$ cat config.mk
export PLATFORM = sky130hd
export DESIGN_NAME = dram_sram_bridge
export DESIGN_NICKNAME = d
export VERILOG_FILES = /design/src/rtl/dsb_pkg.sv /design/src/rtl/dsb_sync.sv /design/src/rtl/dsb_addr_latch.sv /design/src/rtl/dsb_ctrl.sv /design/src/rtl/dram_sram_bridge.sv
export SDC_FILE = /design/constraint.sdc
export NUM_CORES = 1
export LEC_CHECK = 0
export ABC_AREA = 1
export BUFFER_PORTS_ARGS = -buffer_cell sky130_fd_sc_hd__buf_2
export CORE_MARGIN = 5
export CORE_UTILIZATION = 40
export DETAILED_ROUTE_END_ITERATION = 8
export MAX_ROUTING_LAYER = met4
export PLACE_DENSITY = 0.64
export SETUP_SLACK_MARGIN = 0.05
export SLEW_MARGIN = 20
export SYNTH_ARGS = -nofsm -noshare
export SYNTH_HDL_FRONTEND = slang
export SYNTH_SLANG_ARGS = --single-unit
$ cat constraint.sdc
create_clock -name clk -period 5.7 [get_ports clk]
set_clock_uncertainty 0.05 [all_clocks]
set_input_delay 0.57 -clock clk [delete_from_list [all_inputs] [get_ports clk]]
set_output_delay 0.57 -clock clk [all_outputs]
set_load 0.03 [all_outputs]
$ cat src/rtl/dsb_pkg.sv
package dsb_pkg;

  typedef enum logic [1:0] {
    ST_IDLE   = 2'd0,
    ST_ROW    = 2'd1,
    ST_SETTLE = 2'd2,
    ST_ACTIVE = 2'd3
  } cyc_state_e;

  typedef struct packed {
    logic ce;
    logic oe;
    logic we;
    logic ub;
    logic lb;
  } sram_ctl_t;

endpackage

$ cat src/rtl/dsb_sync.sv
module dsb_sync #(
  parameter int             WIDTH   = 1,
  parameter int             STAGES  = 2,
  parameter logic [WIDTH-1:0] RST_VAL = '0
) (
  input  logic             clk,
  input  logic             rst_n,
  input  logic [WIDTH-1:0] d,
  output logic [WIDTH-1:0] q
);

  genvar b;
  generate
    for (b = 0; b < WIDTH; b++) begin : g_bit
      logic [STAGES-1:0] sh_q;
      logic [STAGES-1:0] sh_nx;

      always_comb begin
        sh_nx = {sh_q[STAGES-2:0], d[b]};
      end

      always_ff @(posedge clk or negedge rst_n) begin
        if (!rst_n) sh_q <= {STAGES{RST_VAL[b]}};
        else        sh_q <= sh_nx;
      end

      assign q[b] = sh_q[STAGES-1];
    end
  endgenerate

endmodule

$ cat src/rtl/dsb_addr_latch.sv
module dsb_addr_latch #(
  parameter int HALF_W = 9,
  localparam int FULL_W = 2 * HALF_W
) (
  input  logic              clk,
  input  logic              rst_n,
  input  logic              row_en,
  input  logic              col_en,
  input  logic [HALF_W-1:0] bus,
  output logic [FULL_W-1:0] addr
);

  logic [HALF_W-1:0] row_q, row_nx;
  logic [HALF_W-1:0] col_q, col_nx;

  always_comb begin
    row_nx = row_en ? bus : row_q;
    col_nx = col_en ? bus : col_q;
  end

  always_ff @(posedge clk or negedge rst_n) begin
    if (!rst_n) begin
      row_q <= '0;
      col_q <= '0;
    end else begin
      row_q <= row_nx;
      col_q <= col_nx;
    end
  end

  assign addr = {row_q, col_q};

endmodule

$ cat src/rtl/dsb_ctrl.sv
module dsb_ctrl
  import dsb_pkg::*;
#(
  parameter int SETTLE_CYC = 2,
  localparam int CW = (SETTLE_CYC < 2) ? 1 : $clog2(SETTLE_CYC + 1)
) (
  input  logic      clk,
  input  logic      rst_n,
  input  logic      ras_s,
  input  logic      cas_hi_s,
  input  logic      cas_lo_s,
  input  logic      we_s,
  output logic      row_en,
  output logic      col_en,
  output sram_ctl_t ctl
);

  cyc_state_e state_q, state_nx;
  logic [CW-1:0] cnt_q, cnt_nx;
  logic wr_q, wr_nx;
  logic ras_d_q, cas_any_d_q;
  logic cas_any, ras_fall, cas_fall;
  sram_ctl_t ctl_q, ctl_nx;

  assign cas_any  = ~cas_hi_s | ~cas_lo_s;
  assign ras_fall = ras_d_q & ~ras_s;
  assign cas_fall = cas_any & ~cas_any_d_q;

  always_comb begin
    state_nx = state_q;
    cnt_nx   = cnt_q;
    wr_nx    = wr_q;
    row_en   = 1'b0;
    col_en   = 1'b0;
    unique case (state_q)
      ST_IDLE: begin
        if (ras_fall) begin
          state_nx = ST_ROW;
          row_en   = 1'b1;
          wr_nx    = ~we_s;
        end
      end
      ST_ROW: begin
        if (ras_s) begin
          state_nx = ST_IDLE;
        end else if (cas_fall) begin
          col_en   = 1'b1;
          cnt_nx   = '0;
          state_nx = ST_SETTLE;
        end
      end
      ST_SETTLE: begin
        if (ras_s) begin
          state_nx = ST_IDLE;
        end else if (cnt_q == CW'(SETTLE_CYC - 1)) begin
          state_nx = ST_ACTIVE;
        end else begin
          cnt_nx = cnt_q + 1'b1;
        end
      end
      ST_ACTIVE: begin
        if (ras_s) state_nx = ST_IDLE;
      end
      default: state_nx = ST_IDLE;
    endcase
    if (state_nx == ST_IDLE) wr_nx = 1'b0;
  end

  always_comb begin
    ctl_nx.ce = (state_nx == ST_ACTIVE);
    ctl_nx.oe = ctl_nx.ce & ~wr_nx;
    ctl_nx.we = ctl_nx.ce & wr_nx;
    ctl_nx.ub = ctl_nx.ce & ~cas_hi_s;
    ctl_nx.lb = ctl_nx.ce & ~cas_lo_s;
  end

  always_ff @(posedge clk or negedge rst_n) begin
    if (!rst_n) begin
      state_q     <= ST_IDLE;
      cnt_q       <= '0;
      wr_q        <= 1'b0;
      ras_d_q     <= 1'b1;
      cas_any_d_q <= 1'b0;
      ctl_q       <= '0;
    end else begin
      state_q     <= state_nx;
      cnt_q       <= cnt_nx;
      wr_q        <= wr_nx;
      ras_d_q     <= ras_s;
      cas_any_d_q <= cas_any;
      ctl_q       <= ctl_nx;
    end
  end

  assign ctl = ctl_q;

endmodule

$ cat src/rtl/dram_sram_bridge.sv
module dram_sram_bridge
  import dsb_pkg::*;
#(
  parameter int HALF_W      = 9,
  parameter int SYNC_STAGES = 2,
  parameter int SETTLE_CYC  = 2,
  localparam int SRAM_AW    = 2 * HALF_W
) (
  input  logic               clk,
  input  logic               rst_n,
  input  logic               ras_n,
  input  logic               cas_hi_n,
  input  logic               cas_lo_n,
  input  logic               we_n,
  input  logic [HALF_W-1:0]  mux_addr,
  output logic [SRAM_AW-1:0] sram_addr,
  output logic               sram_ce_n,
  output logic               sram_oe_n,
  output logic               sram_we_n,
  output logic               sram_ub_n,
  output logic               sram_lb_n
);

  logic       rst_sync_n;
  logic [3:0] strobe_s;
  logic [HALF_W-1:0] bus_s;
  logic       row_en, col_en;
  sram_ctl_t  ctl;

  dsb_sync #(.WIDTH(1), .STAGES(2), .RST_VAL(1'b0)) u_rst_sync (
    .clk(clk), .rst_n(rst_n), .d(1'b1), .q(rst_sync_n)
  );

  dsb_sync #(.WIDTH(4), .STAGES(SYNC_STAGES), .RST_VAL(4'hF)) u_strobe_sync (
    .clk(clk), .rst_n(rst_sync_n),
    .d({ras_n, cas_hi_n, cas_lo_n, we_n}),
    .q(strobe_s)
  );

  dsb_sync #(.WIDTH(HALF_W), .STAGES(SYNC_STAGES), .RST_VAL('0)) u_bus_sync (
    .clk(clk), .rst_n(rst_sync_n), .d(mux_addr), .q(bus_s)
  );

  dsb_ctrl #(.SETTLE_CYC(SETTLE_CYC)) u_ctrl (
    .clk(clk), .rst_n(rst_sync_n),
    .ras_s(strobe_s[3]), .cas_hi_s(strobe_s[2]),
    .cas_lo_s(strobe_s[1]), .we_s(strobe_s[0]),
    .row_en(row_en), .col_en(col_en), .ctl(ctl)
  );

  dsb_addr_latch #(.HALF_W(HALF_W)) u_addr (
    .clk(clk), .rst_n(rst_sync_n),
    .row_en(row_en), .col_en(col_en),
    .bus(bus_s), .addr(sram_addr)
  );

  assign sram_ce_n = ~ctl.ce;
  assign sram_oe_n = ~ctl.oe;
  assign sram_we_n = ~ctl.we;
  assign sram_ub_n = ~ctl.ub;
  assign sram_lb_n = ~ctl.lb;

endmodule

==> results.sh, run 1 <==
export IMPL_status="complete, no violations"
export IMPL_hold_viol=0
export IMPL_die_h_um=79.9
export IMPL_core_um2=4720
export IMPL_die_w_um=79.9
export IMPL_globalplace_congestion=0.719
export IMPL_fmax_mhz=654
export IMPL_grt_max_degree=57
export IMPL_path_class="flip-flop to output pin"
export IMPL_r2r_start="u_ctrl.state_q[1]$_DFF_PN0_"
export IMPL_yosys_warnings=0
export IMPL_nFillCells=422
export IMPL_numPortBuffers=37
export IMPL_rows=25
export IMPL_viasPerCell=4.18
export IMPL_endpoint_kind="output pin"
export IMPL_cp_arrival_ns=0.91
export IMPL_grt_pass1_vias=1163
export IMPL_syn_nets=172
export IMPL_num_vias=1144
export IMPL_clkTransAtPathRegs_ns=0.06
export IMPL_setup_viol=0
export IMPL_cts_sinks=58
export IMPL_synth_seq_area_share=0.749
export IMPL_cts_root_buf="clkbuf_8"
export IMPL_cts_hold_buf=1
export IMPL_wl_per_cell_um=10.9
export IMPL_wl_mm=2.98
export IMPL_grt_pass1_wl_mm=5.28
export IMPL_worstPathRequired_ns=5.08
export IMPL_p_per_area_nw_per_um2=444
export IMPL_synthesis_area_um2=1950
export IMPL_most_common_layout_cells="dfrtp_1 (48), buf_2 (37), nand2_1 (28)"
export IMPL_drtIter0Drc=75
export IMPL_seqCellArea_um2=1460
export IMPL_cts_buffers=9
export IMPL_avgSynthCellArea_um2=12.5
export IMPL_hold_class="flip-flop to flip-flop"
export IMPL_syn2layout_area_growth_pct=24.6
export IMPL_ys_ff_latch=58
export IMPL_final_antenna_net_count=0
export IMPL_cts_buffer_depth=2
export IMPL_firstDrtPassIters=4
export IMPL_fin_crit_ns=1.53
export IMPL_syn_inst=156
export IMPL_hp_start="u_bus_sync.g_bit[7].sh_q[0]$_DFF_PN0_"
export IMPL_rsz0062_at_grt="no"
export IMPL_cts_resized=0
export IMPL_grt_usage=0.115
export IMPL_finalSetupTns_ns=0
export IMPL_max_cap_violations=0
export IMPL_die_area_um2=6380
export IMPL_min_period_over_period=0.268
export IMPL_layout_commonest_cell="dfrtp_1"
export IMPL_initial_core_util=0.413
export IMPL_boundaryPins=38
export IMPL_cp_start_kind="flip-flop"
export IMPL_clock_latency_ns=0.32
export IMPL_relSlewSlack=0.548
export IMPL_cellLeakagePower_uw=0.00123
export IMPL_antenna_cells=0
export IMPL_layout_nets=219
export IMPL_drive_gt1_frac=0.372
export IMPL_power_total_uw=1080
export IMPL_drc=0
export IMPL_overflow=0
export IMPL_cts_max_level=3
export IMPL_postCtsSetupRepairBufs=0
export IMPL_dpl_hpwl_mm=1.97
export IMPL_worstMarginPinSlew_ns=0.679
export IMPL_synth_cell_type_count=19
export IMPL_multi_input_area_um2=369
export IMPL_fin_hold_ws_ns=0.296
export IMPL_vdd_drop_max_uv=192
export IMPL_cts_tree="done"
export IMPL_critical_path_max_fanout=1
export IMPL_slew_violations=0
export IMPL_crit_start="u_ctrl.ctl[0]$_DFF_PN0_"
export IMPL_antenna_found_initial=0
-- sequential cells by signal, summed over array words and instances, names as in the netlist --
register	flops
u_bus_sync.g_bit.sh_q	18
u_addr.col_q	9
u_addr.row_q	9
u_strobe_sync.g_bit.sh_q	8
u_ctrl.ctl	5
u_ctrl.cnt_q	2
u_ctrl.state_q	2
u_rst_sync.g_bit.sh_q	2
u_ctrl.cas_any_d_q	1
u_ctrl.ras_d_q	1
u_ctrl.wr_q	1
-- power breakdown --
group / leakage, uW / switching, uW / total, uW / internal, uW
clock network: 0.000110 / 144 / 412 / 268
logic: 0.000414 / 128 / 182 / 53.4
registers: 0.000702 / 24.9 / 488 / 463
-- logic make-up after synthesis --
logic type / synth area share
flops: 0.749
buf+inv: 0.0615
compound gates: 0.0769
simple gates: 0.104
other cells: 0.00192
fa+ha+maj: 0.00641
-- routing by layer --
metal	wire length (um)	track usage
met1	1310	0.133
met2	1430	0.164
met3	183	0.0508
met4	46	0.0709
met5	0	-
-- stage by stage --
stage / area (um^2) / worst slack (ns) / util / instances
2_1_floorplan: 1950 / 3.93 / - / 156
3_3_place_gp: 2200 / 4.20 / 0.466 / 258
3_5_place_dp: 2200 / 4.17 / 0.466 / 258
4_1_cts: 2430 / 4.14 / 0.515 / 274
5_1_grt: 2430 / 4.02 / 0.515 / 274
6_report: 2430 / 4.17 / 0.515 / 274
-- layout make-up --
| cell class | count | area share |
|---|---|---|
| Multi-Input combinational cell | 70 | 0.152 |
| Sequential cell | 58 | 0.602 |
| Timing Repair Buffer | 39 | 0.0833 |
| Clock inverter | 2 | 0.0247 |
| Tap cell | 67 | 0.0345 |
| Clock buffer | 13 | 0.0653 |
| Inverter | 25 | 0.0386 |
-- synthesized netlist by cell type --
cell / n / share of area
buf_6: 2 / 0.012
clkbuf_1: 1 / 0.0019
conb_1: 1 / 0.0019
dfrtp_1: 49 / 0.63
dfstp_2: 9 / 0.12
ha_1: 1 / 0.0064
inv_1: 24 / 0.046
inv_2: 1 / 0.0019
nand2_1: 28 / 0.054
nand2_2: 2 / 0.0064
nand3_1: 3 / 0.0077
nand3_2: 1 / 0.0051
nor2_1: 10 / 0.019
nor2_2: 1 / 0.0032
nor3_2: 1 / 0.0051
o21ai_0: 11 / 0.028
o21ai_2: 9 / 0.040
o21ai_4: 1 / 0.0083
or2_1: 1 / 0.0032
-- final timing paths --
kind                                                         end  slack, ns  depth (start not counted)
max in group asynchronous  u_bus_sync.g_bit[6].sh_q[1]$_DFF_PN0_       4.82                          1
hold reg to reg            u_bus_sync.g_bit[7].sh_q[1]$_DFF_PN0_       0.30                          0
setup reg to reg                         u_ctrl.ctl[2]$_DFF_PN0_       4.19                          6
setup / recovery                                       sram_lb_n       4.17                          2
hold / removal             u_bus_sync.g_bit[7].sh_q[1]$_DFF_PN0_       0.30                          0
min in group asynchronous            u_ctrl.state_q[1]$_DFF_PN0_       0.32                          1
-- worst max-delay path, cell delays in order, from the launching register on --
cell     delay (ns)
dfrtp_1        0.36
inv_1          0.05
buf_2          0.18
No activity file was read; power rests on OpenSTA's default activity.
==> run 2, diff against run 1 <==
--- a/config.mk
+++ b/config.mk
@@ -11,7 +11,7 @@
 export CORE_UTILIZATION = 40
 export DETAILED_ROUTE_END_ITERATION = 8
 export MAX_ROUTING_LAYER = met4
-export PLACE_DENSITY = 0.64
+export PLACE_DENSITY = 0.66
 export SETUP_SLACK_MARGIN = 0.05
 export SLEW_MARGIN = 20
 export SYNTH_ARGS = -nofsm -noshare
==> constraint.sdc (replaced) <==
create_clock -name clk -period 1.4 [get_ports clk]
set_clock_uncertainty 0.05 [all_clocks]
set_input_delay 0.14 -clock clk [delete_from_list [all_inputs] [get_ports clk]]
set_output_delay 0.14 -clock clk [all_outputs]
set_load 0.03 [all_outputs]
==> results.sh, run 2 (synthesis results as in run 1) <==
export IMPL_status="complete, no violations"
export IMPL_setup_viol=0
export IMPL_rows=25
export IMPL_multi_input_area_um2=384
export IMPL_cp_start_kind="flip-flop"
export IMPL_r2r_slack_ns=0.09
export IMPL_drive_gt1_frac=0.378
export IMPL_hold_class="primary input to asynchronous set/reset pin"
export IMPL_postCtsSetupRepairBufs=0
export IMPL_die_w_um=79.9
export IMPL_clock_latency_ns=0.32
export IMPL_die_area_um2=6380
export IMPL_die_h_um=79.9
export IMPL_most_common_layout_cells="dfrtp_1 (48), buf_2 (37), nand2_1 (28)"
export IMPL_grt_pass1_wl_mm=5.63
export IMPL_seqCellArea_um2=1460
export IMPL_antenna_cells=0
export IMPL_r2r_worst_path_cells=6
export IMPL_layout_commonest_cell="dfrtp_1"
export IMPL_worstPathRequired_ns=1.56
export IMPL_drc=0
export IMPL_clkTransAtPathRegs_ns=0.06
export IMPL_cp_arrival_ns=1.47
export IMPL_drtIter0Drc=28
export IMPL_boundaryPins=38
export IMPL_grt_pass1_vias=1263
export IMPL_worst_slack_ns=0.0921
export IMPL_p_per_area_nw_per_um2=1550
export IMPL_power_total_uw=4010
export IMPL_path_class="flip-flop to flip-flop"
export IMPL_regMostFlops="u_bus_sync.g_bit.sh_q"
export IMPL_critical_path_max_fanout=3
export IMPL_fmax_mhz=765
export IMPL_nFillCells=399
export IMPL_cts_max_level=3
export IMPL_viasPerCell=4.10
export IMPL_antenna_found_initial=0
export IMPL_cts_sinks=58
export IMPL_place_ws_ns=0.0765
export IMPL_cts_root_buf="clkbuf_8"
export IMPL_crit_start="u_ctrl.cnt_q[0]$_DFFE_PN0P_"
export IMPL_grt_usage=0.124
export IMPL_layout_nets=238
export IMPL_globalplace_congestion=0.755
export IMPL_fin_crit_ns=1.31
export IMPL_cellLeakagePower_uw=0.00129
export IMPL_placed_cell_area_um2=2270
export IMPL_initial_core_util=0.413
export IMPL_slew_violations=0
export IMPL_dpl_hpwl_mm=2.16
export IMPL_wl_per_cell_um=10.7
export IMPL_cts_buffer_depth=2
export IMPL_reg_top3="u_bus_sync.g_bit.sh_q (18), u_addr.col_q (9), u_addr.row_q (9)"
export IMPL_core_um2=4720
export IMPL_hold_viol=0
export IMPL_largest_reg_flops=18
export IMPL_wl_mm=3.12
export IMPL_max_cap_violations=0
export IMPL_overflow=0
export IMPL_vdd_drop_max_uv=766
export IMPL_finalSetupTns_ns=0
export IMPL_min_period_over_period=0.934
export IMPL_r2r_start="u_ctrl.cnt_q[0]$_DFFE_PN0P_"
export IMPL_final_antenna_net_count=0
export IMPL_cts_buffers=9
export IMPL_final_area_um2=2590
export IMPL_numPortBuffers=37
export IMPL_firstDrtPassIters=4
export IMPL_syn2layout_area_growth_pct=32.6
export IMPL_rsz0062_at_grt="yes"
export IMPL_grt_max_degree=39
export IMPL_cts_tree="done"
export IMPL_endpoint_kind="flip-flop"
export IMPL_num_vias=1198
-- run 2: cell count changes in the layout (fill, tap and decap cells not counted), moves of 2 or more --
cell	previous run	this run
dlygate4sd3_1	1	14
buf_12	0	2
bufinv_16	2	0
buf_4	1	5
clkinv_2	0	2
o21ai_1	0	2
o21ai_0	11	9
-- run 2: final timing paths --
kind | to
setup / recovery | u_ctrl.wr_q$_DFF_PN0_
hold reg to reg | u_ctrl.state_q[1]$_DFF_PN0_
min in group clk | u_bus_sync.g_bit[1].sh_q[1]$_DFF_PN0_
setup reg to reg | u_ctrl.wr_q$_DFF_PN0_
hold / removal | u_rst_sync.g_bit[0].sh_q[0]$_DFF_PN0_
max in group asynchronous | u_addr.col_q[1]$_DFFE_PN0P_
-- run 2: per-layer routing --
layer  wire, um  global-route usage
met5          0                   -
met4         94              0.0709
met3        141              0.0542
met2       1610               0.187
met1       1270               0.138
-- run 2: metrics by stage --
step	cells	hold WS [ns]	utilization
final	292	0.0818	0.548
after global routing	292	0.0808	0.548
after CTS	292	0.0664	0.545
after detailed placement	264	-0.123	0.481
after global placement	264	-0.124	0.481
after floorplan	156	-0.206	-
-- run 2: report_power, final --
| group | internal, uW | switching, uW | leakage [uW] |
|---|---|---|---|
| Sequential | 1880 | 98.4 | 0.000702 |
| Clock | 664 | 576 | 0.0000810 |
| Combinational | 257 | 533 | 0.000507 |
| Total | 2800 | 1210 | 0.00129 |
-- run 2: layout make-up --
cell class / instances / area share
sequential: 58 / 0.566
timing repair buffer: 58 / 0.156
multi-input combinational: 70 / 0.148
clock buffer: 11 / 0.0546
inverter: 25 / 0.0363
tap: 67 / 0.0324
clock inverter: 3 / 0.00677
-- run 2: repair_timing --
item                       4_1_cts  5_1_grt
hold buffers                    14        0
hold endpoints to repair        15        0
gates resized for setup          0        5
setup endpoints to repair        0        5
-- run 2: critical path, stage by stage, from the launching register on --
cell,delay (ns)
dfrtp_1,0.40
ha_2,0.18
or2_1,0.24
nand2_2,0.08
nand3_1,0.10
nor2_1,0.10
nor2_1,0.05
==> run 3, diff against run 2 <==
--- a/config.mk
+++ b/config.mk
@@ -12,6 +12,7 @@
 export DETAILED_ROUTE_END_ITERATION = 8
 export MAX_ROUTING_LAYER = met4
 export PLACE_DENSITY = 0.66
+export RECOVER_POWER = 100
 export SETUP_SLACK_MARGIN = 0.05
 export SLEW_MARGIN = 20
 export SYNTH_ARGS = -nofsm -noshare
==> results.sh, run 3 (synthesis results as in run 1) <==
export IMPL_r2r_worst_path_cells=6
export IMPL_core_um2=4720
export IMPL_drc=0
export IMPL_route_met3_wl_um=127
export IMPL_post_place_cells=264
export IMPL_overflow=0
export IMPL_grt_usage=0.124
export IMPL_grt_pass1_wl_mm=5.63
export IMPL_layout_commonest_cell="dfrtp_1"
export IMPL_viasPerCell=4.11
export IMPL_worstMarginPinSlew_ns=0.897
export IMPL_path_class="flip-flop to flip-flop"
export IMPL_grt_pass1_vias=1263
export IMPL_drive_gt1_frac=0.231
export IMPL_hold_viol=0
export IMPL_dpl_hpwl_mm=2.16
export IMPL_numPortBuffers=37
export IMPL_cp_common_cell="nor2_1"
export IMPL_wl_mm=3.14
export IMPL_cp_arrival_ns=1.47
export IMPL_grt_max_degree=39
export IMPL_p_per_area_nw_per_um2=1570
export IMPL_cts_sinks=58
export IMPL_postLayoutCoreUtil=0.532
export IMPL_rows=25
export IMPL_endpoint_kind="flip-flop"
export IMPL_relSlewSlack=0.402
export IMPL_cts_buffer_depth=2
export IMPL_rsz0062_at_grt="yes"
export IMPL_die_area_um2=6380
export IMPL_setup_viol=0
export IMPL_cp_cell_sequence="ha_2 -> or2_0 -> nand2_2 -> nand3_1 -> nor2_1 -> nor2_1"
export IMPL_most_common_layout_cells="dfrtp_1 (48), nand2_1 (28), clkbuf_1 (27)"
export IMPL_cts_max_level=3
export IMPL_antenna_cells=0
export IMPL_cellLeakagePower_uw=0.00120
export IMPL_finalSetupTns_ns=0
export IMPL_die_w_um=79.9
export IMPL_status="complete, no violations"
export IMPL_cts_root_buf="clkbuf_8"
export IMPL_cts_buffers=9
export IMPL_firstDrtPassIters=4
export IMPL_power_total_uw=3930
export IMPL_critical_path_max_fanout=3
export IMPL_reg_top3="u_bus_sync.g_bit.sh_q (18), u_addr.col_q (9), u_addr.row_q (9)"
export IMPL_cp_start_kind="flip-flop"
export IMPL_layout_nets=238
export IMPL_fin_crit_ns=1.32
export IMPL_fmax_mhz=760
export IMPL_slew_violations=0
export IMPL_num_vias=1199
export IMPL_clkTransAtPathRegs_ns=0.06
export IMPL_worstPathRequired_ns=1.56
export IMPL_max_stage_delay_ns=0.40
export IMPL_final_antenna_net_count=0
export IMPL_max_cap_violations=0
export IMPL_boundaryPins=38
export IMPL_wl_met2_mm=1.60
export IMPL_vdd_drop_max_uv=791
export IMPL_fin_hold_ws_ns=0.0850
export IMPL_fin_cells=292
export IMPL_hold_class="primary input to asynchronous set/reset pin"
export IMPL_die_h_um=79.9
export IMPL_syn2layout_area_growth_pct=28.7
export IMPL_min_period_over_period=0.940
export IMPL_cts_tree="done"
export IMPL_met1Wirelength_mm=1.31
export IMPL_initial_core_util=0.413
export IMPL_clock_latency_ns=0.32
export IMPL_regMostFlops="u_bus_sync.g_bit.sh_q"
export IMPL_antenna_found_initial=0
export IMPL_cp_slowest_cell="dfrtp_1"
export IMPL_drtIter0Drc=25
export IMPL_globalplace_congestion=0.755
export IMPL_wl_per_cell_um=10.7
export IMPL_top_layer="met4"
export IMPL_largest_reg_flops=18
[run 3: changes by cell type in the layout (fill, tap and decap cells not counted)]
| cell | change |
|---|---|
| clkbuf_1 | +26 |
| buf_2 | -25 |
| nand3_4 | -1 |
| buf_4 | -4 |
| o21ai_2 | -7 |
| nand3_2 | +1 |
| o21ai_0 | +7 |
| clkbuf_2 | +3 |
| or2_1 | -1 |
| or2_0 | +1 |
[run 3: repair_timing]
item,4_1_cts,5_1_grt
endpoints found under the hold margin,15,0
hold buffers,14,0
endpoints found under the setup margin,0,5
gates resized for setup,0,5
setup buffers,0,0
[run 3: per-layer routing]
metal / vias to the layer above / GRT usage
met5: - / -
li1: 602 / -
met3: 8 / 0.0542
met2: 26 / 0.187
met1: 563 / 0.138
met4: 0 / 0.0709
[run 3: worst paths after layout]
path | start | endpoint | slack, ns
setup / recovery | u_ctrl.cnt_q[0]$_DFFE_PN0P_ | u_ctrl.wr_q$_DFF_PN0_ | 0.08
hold / removal | rst_n | u_rst_sync.g_bit[0].sh_q[0]$_DFF_PN0_ | 0.09
setup reg to reg | u_ctrl.cnt_q[0]$_DFFE_PN0P_ | u_ctrl.wr_q$_DFF_PN0_ | 0.08
hold reg to reg | u_bus_sync.g_bit[8].sh_q[0]$_DFF_PN0_ | u_bus_sync.g_bit[8].sh_q[1]$_DFF_PN0_ | 0.29
max in group asynchronous | u_rst_sync.g_bit[0].sh_q[1]$_DFF_PN0_ | u_addr.col_q[8]$_DFFE_PN0P_ | 0.33
min in group clk | u_bus_sync.g_bit[8].sh_q[0]$_DFF_PN0_ | u_bus_sync.g_bit[8].sh_q[1]$_DFF_PN0_ | 0.29
[run 3: through the flow]
stage,worst slack (ns),cell area (um^2)
after global routing,0.0148,2510
final,0.0847,2510
after CTS,0.0558,2570
after detailed placement,0.0765,2270
after floorplan,0.151,1950
after global placement,0.131,2270
[run 3: worst max-delay path, delay by kind of cell (launching register included)]
kind / cells / cell delay, ns
and+or+nand+nor: 5 / 0.58
DFF: 1 / 0.40
adders and majority gates: 1 / 0.18
[run 3: layout make-up]
| class | count | area, um^2 |
|---|---|---|
| Clock buffer | 11 | 141 |
| Sequential cell | 58 | 1460 |
| Fill cell | 428 | 2210 |
| Tap cell | 67 | 83.8 |
| Timing Repair Buffer | 58 | 360 |
| Clock inverter | 3 | 17.5 |
| Inverter | 25 | 93.8 |
| Multi-Input combinational cell | 70 | 350 |
[run 3: where the power goes]
part / internal, uW / total [uW] / switching (uW)
sequential: 1880 / 1990 / 101
clock: 664 / 1240 / 579
combinational: 191 / 706 / 515
total: 2740 / 3930 / 1200
